[src/rtl/gpio_pkg.sv]
package gpio_pkg;
    localparam int ADDR_W = 3;

    localparam logic [ADDR_W-1:0] A_FSEL = 3'd0;
    localparam logic [ADDR_W-1:0] A_IE   = 3'd1;
    localparam logic [ADDR_W-1:0] A_OE   = 3'd2;
    localparam logic [ADDR_W-1:0] A_PE   = 3'd3;
    localparam logic [ADDR_W-1:0] A_PDIR = 3'd4;
    localparam logic [ADDR_W-1:0] A_DOUT = 3'd5;
    localparam logic [ADDR_W-1:0] A_DIN  = 3'd6;

    typedef enum logic [2:0] {
        ST_INIT     = 3'd0,
        ST_FLOAT    = 3'd1,
        ST_PULL_UP  = 3'd2,
        ST_PULL_DN  = 3'd3,
        ST_DRIVE_LO = 3'd4,
        ST_DRIVE_HI = 3'd5
    } pin_state_e;
endpackage

[src/rtl/gpio_regs.sv]
module gpio_regs
    import gpio_pkg::*;
#(
    parameter int              NUM_PINS  = 8,
    parameter logic [NUM_PINS-1:0] GPIO_MASK = '1
) (
    input  logic                clk,
    input  logic                rst_n,
    input  logic                wr_en,
    input  logic [ADDR_W-1:0]   addr,
    input  logic [NUM_PINS-1:0] wdata,
    output logic [NUM_PINS-1:0] fsel_q,
    output logic [NUM_PINS-1:0] ie_q,
    output logic [NUM_PINS-1:0] oe_q,
    output logic [NUM_PINS-1:0] pe_q,
    output logic [NUM_PINS-1:0] pdir_q,
    output logic [NUM_PINS-1:0] dout_q
);
    // Control bits of a deselected pin are held at zero; writes land only on selected pins.
    function automatic logic [NUM_PINS-1:0] upd(
        input logic [NUM_PINS-1:0] cur,
        input logic                hit,
        input logic [NUM_PINS-1:0] nv,
        input logic [NUM_PINS-1:0] sel
    );
        return (hit ? nv : cur) & sel;
    endfunction

    always_ff @(posedge clk) begin
        if (!rst_n) begin
            fsel_q <= '0;
            ie_q   <= '0;
            oe_q   <= '0;
            pe_q   <= '0;
            pdir_q <= '0;
            dout_q <= '0;
        end else begin
            if (wr_en && addr == A_FSEL)
                fsel_q <= wdata & GPIO_MASK;
            ie_q   <= upd(ie_q,   wr_en && addr == A_IE,   wdata, fsel_q);
            oe_q   <= upd(oe_q,   wr_en && addr == A_OE,   wdata, fsel_q);
            pe_q   <= upd(pe_q,   wr_en && addr == A_PE,   wdata, fsel_q);
            pdir_q <= upd(pdir_q, wr_en && addr == A_PDIR, wdata, fsel_q);
            dout_q <= upd(dout_q, wr_en && addr == A_DOUT, wdata, fsel_q);
        end
    end
endmodule

[src/rtl/gpio_in_sync.sv]
module gpio_in_sync #(
    parameter int NUM_PINS = 8,
    parameter int STAGES   = 2
) (
    input  logic                clk,
    input  logic                rst_n,
    input  logic [NUM_PINS-1:0] pad_in,
    input  logic [NUM_PINS-1:0] ie_en,
    output logic [NUM_PINS-1:0] din
);
    logic [NUM_PINS-1:0] stage_q [STAGES];

    always_ff @(posedge clk) begin
        if (!rst_n) begin
            for (int i = 0; i < STAGES; i++) stage_q[i] <= '0;
        end else begin
            stage_q[0] <= pad_in;
            for (int i = 1; i < STAGES; i++) stage_q[i] <= stage_q[i-1];
        end
    end

    assign din = stage_q[STAGES-1] & ie_en;
endmodule

[src/rtl/gpio_pin_fsm.sv]
module gpio_pin_fsm
    import gpio_pkg::*;
(
    input  logic clk,
    input  logic rst_n,
    input  logic fsel,
    input  logic ie,
    input  logic oe,
    input  logic pe,
    input  logic pdir,
    input  logic dout,
    output logic pad_out,
    output logic pad_oe,
    output logic pad_ie,
    output logic pad_pu,
    output logic pad_pd
);
    pin_state_e state_q, state_d;
    logic       ie_q;

    always_comb begin
        if (!fsel)    state_d = ST_INIT;
        else if (oe)  state_d = dout ? ST_DRIVE_HI : ST_DRIVE_LO;
        else if (pe)  state_d = pdir ? ST_PULL_UP : ST_PULL_DN;
        else          state_d = ST_FLOAT;
    end

    always_ff @(posedge clk) begin
        if (!rst_n) begin
            state_q <= ST_INIT;
            ie_q    <= 1'b0;
        end else begin
            state_q <= state_d;
            ie_q    <= fsel & ie;
        end
    end

    always_comb begin
        pad_out = 1'b0;
        pad_oe  = 1'b0;
        pad_pu  = 1'b0;
        pad_pd  = 1'b0;
        pad_ie  = ie_q && (state_q != ST_INIT);
        unique case (state_q)
            ST_INIT:     ;
            ST_FLOAT:    ;
            ST_PULL_UP:  pad_pu = 1'b1;
            ST_PULL_DN:  pad_pd = 1'b1;
            ST_DRIVE_LO: pad_oe = 1'b1;
            ST_DRIVE_HI: begin
                pad_oe  = 1'b1;
                pad_out = 1'b1;
            end
            default:     pad_ie = 1'b0;
        endcase
    end
endmodule

[src/rtl/gpio_pad_ctrl.sv]
module gpio_pad_ctrl
    import gpio_pkg::*;
#(
    parameter int                  NUM_PINS  = 8,
    parameter logic [NUM_PINS-1:0] GPIO_MASK = '1
) (
    input  logic                clk,
    input  logic                rst_n,
    input  logic                wr_en,
    input  logic                rd_en,
    input  logic [2:0]          addr,
    input  logic [NUM_PINS-1:0] wdata,
    output logic [NUM_PINS-1:0] rdata,
    input  logic [NUM_PINS-1:0] pad_in,
    output logic [NUM_PINS-1:0] pad_out,
    output logic [NUM_PINS-1:0] pad_oe,
    output logic [NUM_PINS-1:0] pad_ie,
    output logic [NUM_PINS-1:0] pad_pu,
    output logic [NUM_PINS-1:0] pad_pd
);
    logic [NUM_PINS-1:0] fsel_q, ie_q, oe_q, pe_q, pdir_q, dout_q, din;

    gpio_regs #(.NUM_PINS(NUM_PINS), .GPIO_MASK(GPIO_MASK)) u_regs (
        .clk    (clk),
        .rst_n  (rst_n),
        .wr_en  (wr_en),
        .addr   (addr),
        .wdata  (wdata),
        .fsel_q (fsel_q),
        .ie_q   (ie_q),
        .oe_q   (oe_q),
        .pe_q   (pe_q),
        .pdir_q (pdir_q),
        .dout_q (dout_q)
    );

    gpio_in_sync #(.NUM_PINS(NUM_PINS), .STAGES(2)) u_sync (
        .clk    (clk),
        .rst_n  (rst_n),
        .pad_in (pad_in),
        .ie_en  (ie_q),
        .din    (din)
    );

    for (genvar p = 0; p < NUM_PINS; p++) begin : g_pin
        gpio_pin_fsm u_fsm (
            .clk     (clk),
            .rst_n   (rst_n),
            .fsel    (fsel_q[p]),
            .ie      (ie_q[p]),
            .oe      (oe_q[p]),
            .pe      (pe_q[p]),
            .pdir    (pdir_q[p]),
            .dout    (dout_q[p]),
            .pad_out (pad_out[p]),
            .pad_oe  (pad_oe[p]),
            .pad_ie  (pad_ie[p]),
            .pad_pu  (pad_pu[p]),
            .pad_pd  (pad_pd[p])
        );
    end

    always_comb begin
        rdata = '0;
        if (rd_en) begin
            unique case (addr)
                A_FSEL:  rdata = fsel_q;
                A_IE:    rdata = ie_q   & fsel_q;
                A_OE:    rdata = oe_q   & fsel_q;
                A_PE:    rdata = pe_q   & fsel_q;
                A_PDIR:  rdata = pdir_q & fsel_q;
                A_DOUT:  rdata = dout_q & fsel_q;
                A_DIN:   rdata = din;
                default: rdata = '0;
            endcase
        end
    end
endmodule

[config.mk]
export PLATFORM = sky130hd
export DESIGN_NAME = gpio_pad_ctrl
export DESIGN_NICKNAME = d
export VERILOG_FILES = /design/src/rtl/gpio_pkg.sv /design/src/rtl/gpio_regs.sv /design/src/rtl/gpio_in_sync.sv /design/src/rtl/gpio_pin_fsm.sv /design/src/rtl/gpio_pad_ctrl.sv
export SDC_FILE = /design/constraint.sdc
export NUM_CORES = 1
export LEC_CHECK = 0
export BUFFER_PORTS_ARGS = -buffer_cell sky130_fd_sc_hd__buf_2
export CAP_MARGIN = 10
export CELL_PAD_IN_SITES_DETAIL_PLACEMENT = 0
export CELL_PAD_IN_SITES_GLOBAL_PLACEMENT = 1
export CORE_MARGIN = 2
export CORE_UTILIZATION = 38
export DETAILED_ROUTE_END_ITERATION = 8
export PLACE_DENSITY = 0.84
export SYNTH_ARGS = -nofsm -noshare
export SYNTH_HDL_FRONTEND = slang
export SYNTH_SLANG_ARGS = --single-unit
export TNS_END_PERCENT = 10
[constraint.sdc]
create_clock -name clk -period 1.25 [get_ports clk]
set_clock_uncertainty 0.1 [all_clocks]
set_input_delay 0.25 -clock clk [delete_from_list [all_inputs] [get_ports clk]]
set_output_delay 0.25 -clock clk [all_outputs]
set_load 0.02 [all_outputs]
==> metrics.md, run 1 <==
| Metric | Value |
|---|---|
| Status | finished with violations |
| Violated checks | setup timing |
| Min-Delay Path Class | input port to flop |
| Worst R2R Path Depth | 4 |
| Final setup vio count | 48 |
| Detailed placement HPWL | 8.74 mm |
| Area grow syn2layout | 39.9% |
| WP data required | 900 ps |
| FP Rows | 39 |
| IO Pins | 71 |
| Clock slew at reported path FFs | 60 ps |
| Total congestion overflow | 0 |
| Commonest cells post-synth | 137 x nand2_1, 96 x dfxtp_1, 61 x a21oi_1 |
| Routed vias/inst | between 4 and 5 |
| CTS tree | yes |
| Worst r2r src | u_regs.fsel_q[1]$_SDFFE_PN0P_ |
| R2r endpoint | u_regs.ie_q[1]$_SDFF_PN0_ |
| Hold Path End | u_sync.stage_q[0][1]$_SDFF_PN0_ |
| Largest net degree at the start of global routing | 29 |
| Die width | between 100 and 150 um |
| Syn Std Cell Area | around 4400 um^2 |
| Crit path time final | around 1800 ps |
| Synth Net Count | between 500 and 600 |
| Core ar. | approximately 11000 um^2 |
| Post-layout util | 54.1% |
| Design Area, Final | 6120 um^2 |
| Vias | slightly below 4000 |
| Hold Crit Start | pad_in[1] |
| Number of synthesized flops with an enable pin | 0 |
| Fin nets | 670 |
| Fmax | roughly 550 MHz |
| Total CTS buffers | 9 |
| PwrDens | a little over 1000 nW/um^2 |
| Synth Area in Compound Gates | between 10% and 20% |
| CTS Hold Bufs | 0 |
| Mapped Cells | around 530 |
| Setup WS pre-CTS | -542 ps |
| Later-pin clock latency in the skew report | between 300 and 400 ps |
| CTS H-tree lvls | 3 |
| Routed wire per std cell | ~15 um |
| Yosys top cell by area | dfxtp_1 |
| Setup crit end kind | output pin |
| Worst R2R Setup Slack | around 200 ps |
| MaxCap Viol Count | 0 |
| Hold Vio Cnt, Final | 0 |
| Input/output buffers | 70 |
| Initial antenna violation count | 0 |
| Final antenna diode count | 0 |
| Top-count cell post-synth | nand2_1 |
| Number of global-route vias before repair | 3826 |
| Global-route wire length before repair | between 15 and 20 mm |
| Multiplexer share of the synthesized area | 0.714% |
| Fin worst setup slack | -572 ps |
| Hold Path Cell Cnt | 2 |
| Flops & latches, synth | 96 |
| Setup bufs post-CTS | 0 |
| Top cells by area, synth | dfxtp_1 44%, nand2_1 12%, buf_4 7.0%, a21oi_1 7.0%, and2_1 3.6% |
| Worst IR Drop VDD | a little under 0.0006 V |
| Post-Synth Adder-Cell Area | 0% |
| Setup_tns | -9460 ps |
| Root buffer cell | clkbuf_16 |
| Pins Over Slew Limit | 0 |
| Static Leak | around 2.5 nW |
| Die area | 12400 um^2 |
| Register area share after synthesis | a little over two fifths |
| Share of cells above drive strength 1 | about 44% |
| Crit path from | u_regs.dout_q[6]$_SDFF_PN0_ |
| Total wire length | roughly 12 mm |
| Final GP Congestion | 0.927 |
| Post-synth ARST share | 0% |
| Startpoint Class | flop |
| CP arrival | about 1500 ps |
| Most common flop cell mapped by yosys | dfxtp_1 |
| Crit-path max FO | 2 |
| Height of the chip | approximately 110 um |
| Worst setup path category | flop to output pin |
| XOR/XNOR Fraction of Synth Area | 0% |
| CTS sink count | 96 |
| GRT Total Usage | around a fifth |
| Iter 0 DRT Violations | about 220 |
| Drt first pass iters | 5 |
| Yosys cell types | 44 |
| Largest family of logic cells by synthesized area | simple AND/OR/NAND/NOR gates |
| Fin crit share | 146% |
| RSZ-0062 raised after global routing | true |
| Routed Antenna Nets | 0 |
| Synth top area share | a little over two fifths |
| Yosys warnings | 0 |
| Post-Synth Simple-Gate Area | a little under a third |
| Initial Utilization | 38.7% |
| Relative slew margins | between 80% and 90% |
| Worst-Margin Slew | a little under 300 ps |
| Syn avg cell area | about 8.3 um^2 |
| DRC | 0 |
| CTS max path bufs | 2 |
| Post-DP Area | around 5400 um^2 |
-- kinds of logic (layout without fill, tap and decap cells) --
family / count (synthesis) / after routing
simple gates: 265 / 265
compound gates: 98 / 98
flops: 96 / 96
buf+inv: 63 / 190
mux: 3 / 3
-- area by class of cell --
cell class,count,area (um^2)
sequential,96,2000
timing repair buffer,167,1330
tap,143,179
inverter,7,31.3
fill,1060,5200
clock inverter,2,37.5
clock buffer,14,264
multi-input combinational,366,2280
-- state kept, by name, indices dropped and copies added (netlist names) --
name                 flops
g_pin.u_fsm.ie_q         8
g_pin.u_fsm.state_q     24
u_regs.dout_q            8
u_regs.fsel_q            8
u_regs.ie_q              8
u_regs.oe_q              8
u_regs.pdir_q            8
u_regs.pe_q              8
u_sync.stage_q          16
-- worst max path at each step --
stage / end / slack [ps] / cells past startpoint
floorplan: rdata[3] / -210 / 6
global placement: rdata[1] / -520 / 7
detailed placement: rdata[1] / -540 / 7
CTS: rdata[6] / -600 / 4
global route: rdata[6] / -640 / 4
finish: rdata[6] / -570 / 4
-- cells in the final DEF (no fill, tap or decap), types with 5 or more instances in the layout --
cell       Yosys  routed
a21boi_0       6       6
a21oi_1       61      56
a22oi_1        7       6
and2_1        25      21
and2_4         1       5
and3_1        18      16
and3b_1        8       8
buf_12         0       5
buf_2          6      28
buf_4         41     112
buf_6          5      22
clkbuf_16      0       9
dfxtp_1       96      59
dfxtp_2        0      24
dfxtp_4        0      13
nand2_1      137     134
nand3_1        8       5
nor2_1        16      16
nor2b_4        0       6
nor3b_1       16       9
nor3b_2        0       7
-- layer usage --
layer	track usage, %	part of all wire (%)	vias to the layer above
li1	-	-	1980
met1	24.7	44	1831
met2	31.7	48	129
met3	4.14	5.3	23
met4	7.49	2.5	0
met5	0	0	-
-- critical path: stages, from the launching register on --
cell	delay [ps]
dfxtp_1	310
mux2_2	270
a221oi_2	280
o22ai_2	100
buf_2	160
-- metrics by stage --
stage               instances  power [mW]  hold slack (ps)
CTS                       795        6.35             5.60
floorplan                 525        3.39              277
finish                    795        6.29             13.8
global placement          779        3.61              315
detailed placement        779        3.62              319
global route              795        6.52             7.59
-- power by group --
part	total (mW)	switching [mW]	internal [mW]
clock network	2.74	1.08	1.66
registers	3.08	0.0170	3.06
logic	0.472	0.254	0.219
total	6.29	1.35	4.94
-- what timing repair did --
action,CTS,global route
cloned,0,0
pin swaps,7,20
endpoints found under the setup margin,51,77
resized for setup,89,74
Note: power is estimated with default switching activity, not from simulation.
==> run 2: changes to the inputs <==
- BUFFER_PORTS_ARGS: -buffer_cell sky130_fd_sc_hd__buf_2 -> not set
- CORE_UTILIZATION: 38 -> 42
- DONT_BUFFER_PORTS: not set -> 1
- MAX_ROUTING_LAYER: not set -> met4
- PLACE_DENSITY: 0.84 -> 0.83
- TNS_END_PERCENT: 10 -> 1
==> run 2 against run 1 <==
Compared with the run above:
- the flow still finishes with violations (setup timing)
- total power decreased by 15%
- sequential power is essentially flat
- final cell count is 7.4% lower
- worst setup slack lost 16 ps
- routed wire length decreased by 0.55%
- first-iteration DRC count rose by 28%
- flip-flop and latch count unchanged
- critical path type unchanged
- largest power group unchanged
==> metrics.md, run 2 (same netlist as run 1, synthesis figures left out) <==
| Metric | Value |
|---|---|
| IO Pins | 71 (unchanged) |
| FP Rows | 37 (was 39) |
| Hold Vio Cnt, Final | 0 (unchanged) |
| PwrDens | 974 nW/um^2 (was 1030 nW/um^2) |
| Initial Utilization | 42.8% (was 38.7%) |
| Number of global-route vias before repair | 3551 (was 3826) |
| Height of the chip | 106 um (was 111 um) |
| MaxCap Viol Count | 0 (unchanged) |
| Routed wire per std cell | 15.7 um (was 14.6 um) |
| Share of cells above drive strength 1 | 34.0% (was 43.7%) |
| Hold Path Cell Cnt | 2 (unchanged) |
| Buf+Inv Stages, Crit Path | 1 (unchanged) |
| R2r endpoint | g_pin[2].u_fsm.state_q[1]$_SDFF_PP0_ (was u_regs.ie_q[1]$_SDFF_PN0_) |
| Final setup vio count | 48 (unchanged) |
| Worst r2r src | u_regs.fsel_q[2]$_SDFFE_PN0P_ (was u_regs.fsel_q[1]$_SDFFE_PN0P_) |
| CTS max path bufs | 2 (unchanged) |
| Relative slew margins | 78.0% (was 80.7%) |
| Total CTS buffers | 9 (unchanged) |
| Static Leak | 2.12 nW (was 2.46 nW) |
| Vias | 3769 (was 3963) |
| Routed vias/inst | 5.12 (was 4.98) |
| CTS sink count | 96 (unchanged) |
| Min-Delay Path Class | input port to flop (unchanged) |
| Worst R2R Path Depth | 3 (was 4) |
| Worst IR Drop VDD | 0.000760 V (was 0.000586 V) |
| Crit-path max FO | 2 (unchanged) |
| Drt first pass iters | 5 (unchanged) |
| Crit-path slowest cell | dfxtp_1 (unchanged) |
| Routed Antenna Nets | 0 (unchanged) |
| WP data required | 900 ps (about the same) |
| Total Power | 5.38 mW (was 6.29 mW) |
| Non-filler instance count after layout | 736 (was 795) |
| RSZ-0062 raised after global routing | true (unchanged) |
| CP peak stage delay | 330 ps (was 310 ps) |
| Worst-path cell chain | mux2_2 -> a221oi_2 -> o22ai_2 -> buf_4 (was mux2_2 -> a221oi_2 -> o22ai_2 -> buf_2) |
| Global-route wire length before repair | 18.4 mm (was 18.9 mm) |
| Fmax | 544 MHz (was 549 MHz) |
| Core ar. | 10200 um^2 (was 11300 um^2) |
| Hold slack final | 40.6 ps (was 13.8 ps) |
| Setup crit end kind | output pin (unchanged) |
| Most frequent cells in the layout | 135 x nand2_1, 94 x buf_4, 70 x dfxtp_1 (was 134 x nand2_1, 112 x buf_4, 59 x dfxtp_1) |
| Final antenna diode count | 0 (unchanged) |
| Area grow syn2layout | 26.2% (was 39.9%) |
| Clock slew at reported path FFs | 100 ps (was 60 ps) |
| Setup bufs post-CTS | 0 (unchanged) |
| CTS H-tree lvls | 3 (unchanged) |
| Most flops, register | g_pin.u_fsm.state_q (unchanged) |
| Final GP Congestion | 0.900 (was 0.927) |
| Fin worst setup slack | -588 ps (was -572 ps) |
| Root buffer cell | clkbuf_8 (was clkbuf_16) |
| Die area | 11300 um^2 (was 12400 um^2) |
| Pins Over Slew Limit | 0 (unchanged) |
| GRT Total Usage | 22.1% (was 19.2%) |
| Hold Crit Start | rst_n (was pad_in[1]) |
| Total congestion overflow | 0 (unchanged) |
| Status | finished with violations (unchanged) |
| Worst-Margin Slew | 330 ps (was 290 ps) |
| Largest net degree at the start of global routing | 41 (was 29) |
| Input/output buffers | 0 (was 70) |
| Total wire length | 11.5 mm (was 11.6 mm) |
| Commonest non-fill, non-tap cell in the layout | nand2_1 (unchanged) |
| Setup_tns | -10810 ps (was -9460 ps) |
| Later-pin clock latency in the skew report | 380 ps (was 340 ps) |
| Max FFs per register | 24 (unchanged) |
| CTS tree | yes (unchanged) |
| Die width | 106 um (was 111 um) |
| Worst R2R Setup Slack | 100 ps (was 200 ps) |
| Startpoint Class | flop (unchanged) |
| Crit-path leading delay family | compound AO/OA/AOI/OAI gates (unchanged) |
| Placed cells | 703 (was 779) |
| Worst setup path category | flop to output pin (unchanged) |
| Fin nets | 618 (was 670) |
| Fin crit share | 147% (was 146%) |
| Hold Path End | u_regs.dout_q[1]$_SDFF_PN0_ (was u_sync.stage_q[0][1]$_SDFF_PN0_) |
| Violated checks | setup timing (unchanged) |
| Setup WS pre-CTS | -225 ps (was -542 ps) |
| Top flop regs | g_pin.u_fsm.state_q (24), u_sync.stage_q (16) (unchanged) |
| DRC | 0 (unchanged) |
| Initial antenna violation count | 0 (unchanged) |
| Detailed placement HPWL | 8.11 mm (was 8.74 mm) |
| CP arrival | 1490 ps (was 1470 ps) |
| Crit path time final | 1840 ps (was 1820 ps) |
| Iter 0 DRT Violations | 280 (was 219) |
run 2: cell count changes in the layout (fill, tap and decap cells not counted), sizes merged:
cell and delta:
buf -68, bufinv -1, clkbuf -5, clkinv +2, dlygate4sd3 +16, inv +4
run 2: where the power goes:
group	internal, mW	switching, mW	total [mW]
Sequential	3.06	0.0163	3.08
Clock	0.764	1.17	1.94
Combinational	0.174	0.187	0.361
run 2: repair_timing:
action                     in CTS  in global routing
pin swaps                       4                  3
setup endpoints to repair      48                 48
hold endpoints to repair       80                  0
hold buffers                   17                  0
gates resized for setup        53                 32
run 2: final cells by class:
type                       count  area [um^2]
inverter                       7         28.8
fill                         952         4710
clock buffer                   9          124
sequential                    96         1980
tap                          136          170
clock inverter                 7         62.6
multi-input combinational    366         2220
timing repair buffer         115          940
run 2: stage by stage:
stage / util, % / cell area (um^2)
2_1_floorplan: - / 4470
3_3_place_gp: 48.5 / 4960
3_5_place_dp: 48.5 / 4960
4_1_cts: 53.2 / 5450
5_1_grt: 54.0 / 5530
6_report: 54.0 / 5530
run 2: routing by layer:
metal / routed length (um) / global-route usage (%)
met2: 5350 / 34.1
met3: 755 / 5.15
met1: 5320 / 29.4
met4: 121 / 5.92
met5: 0 / -
run 2: worst register-to-register path: stages (launching register included):
cell     delay, ps
dfxtp_1        400
buf_4          140
nand2_1        140
nor3b_1        270
run 2: how the worst max path moves through the flow:
stage / start / endpoint / slack (ps) / depth (start not counted)
finish: u_regs.pdir_q[6]$_SDFF_PN0_ / rdata[6] / -590 / 4
global route: u_regs.dout_q[6]$_SDFF_PN0_ / rdata[6] / -660 / 4
CTS: u_regs.dout_q[6]$_SDFF_PN0_ / rdata[6] / -620 / 4
detailed placement: addr[2] / rdata[6] / -230 / 5
global placement: addr[2] / rdata[6] / -220 / 5
floorplan: addr[2] / rdata[3] / -210 / 6
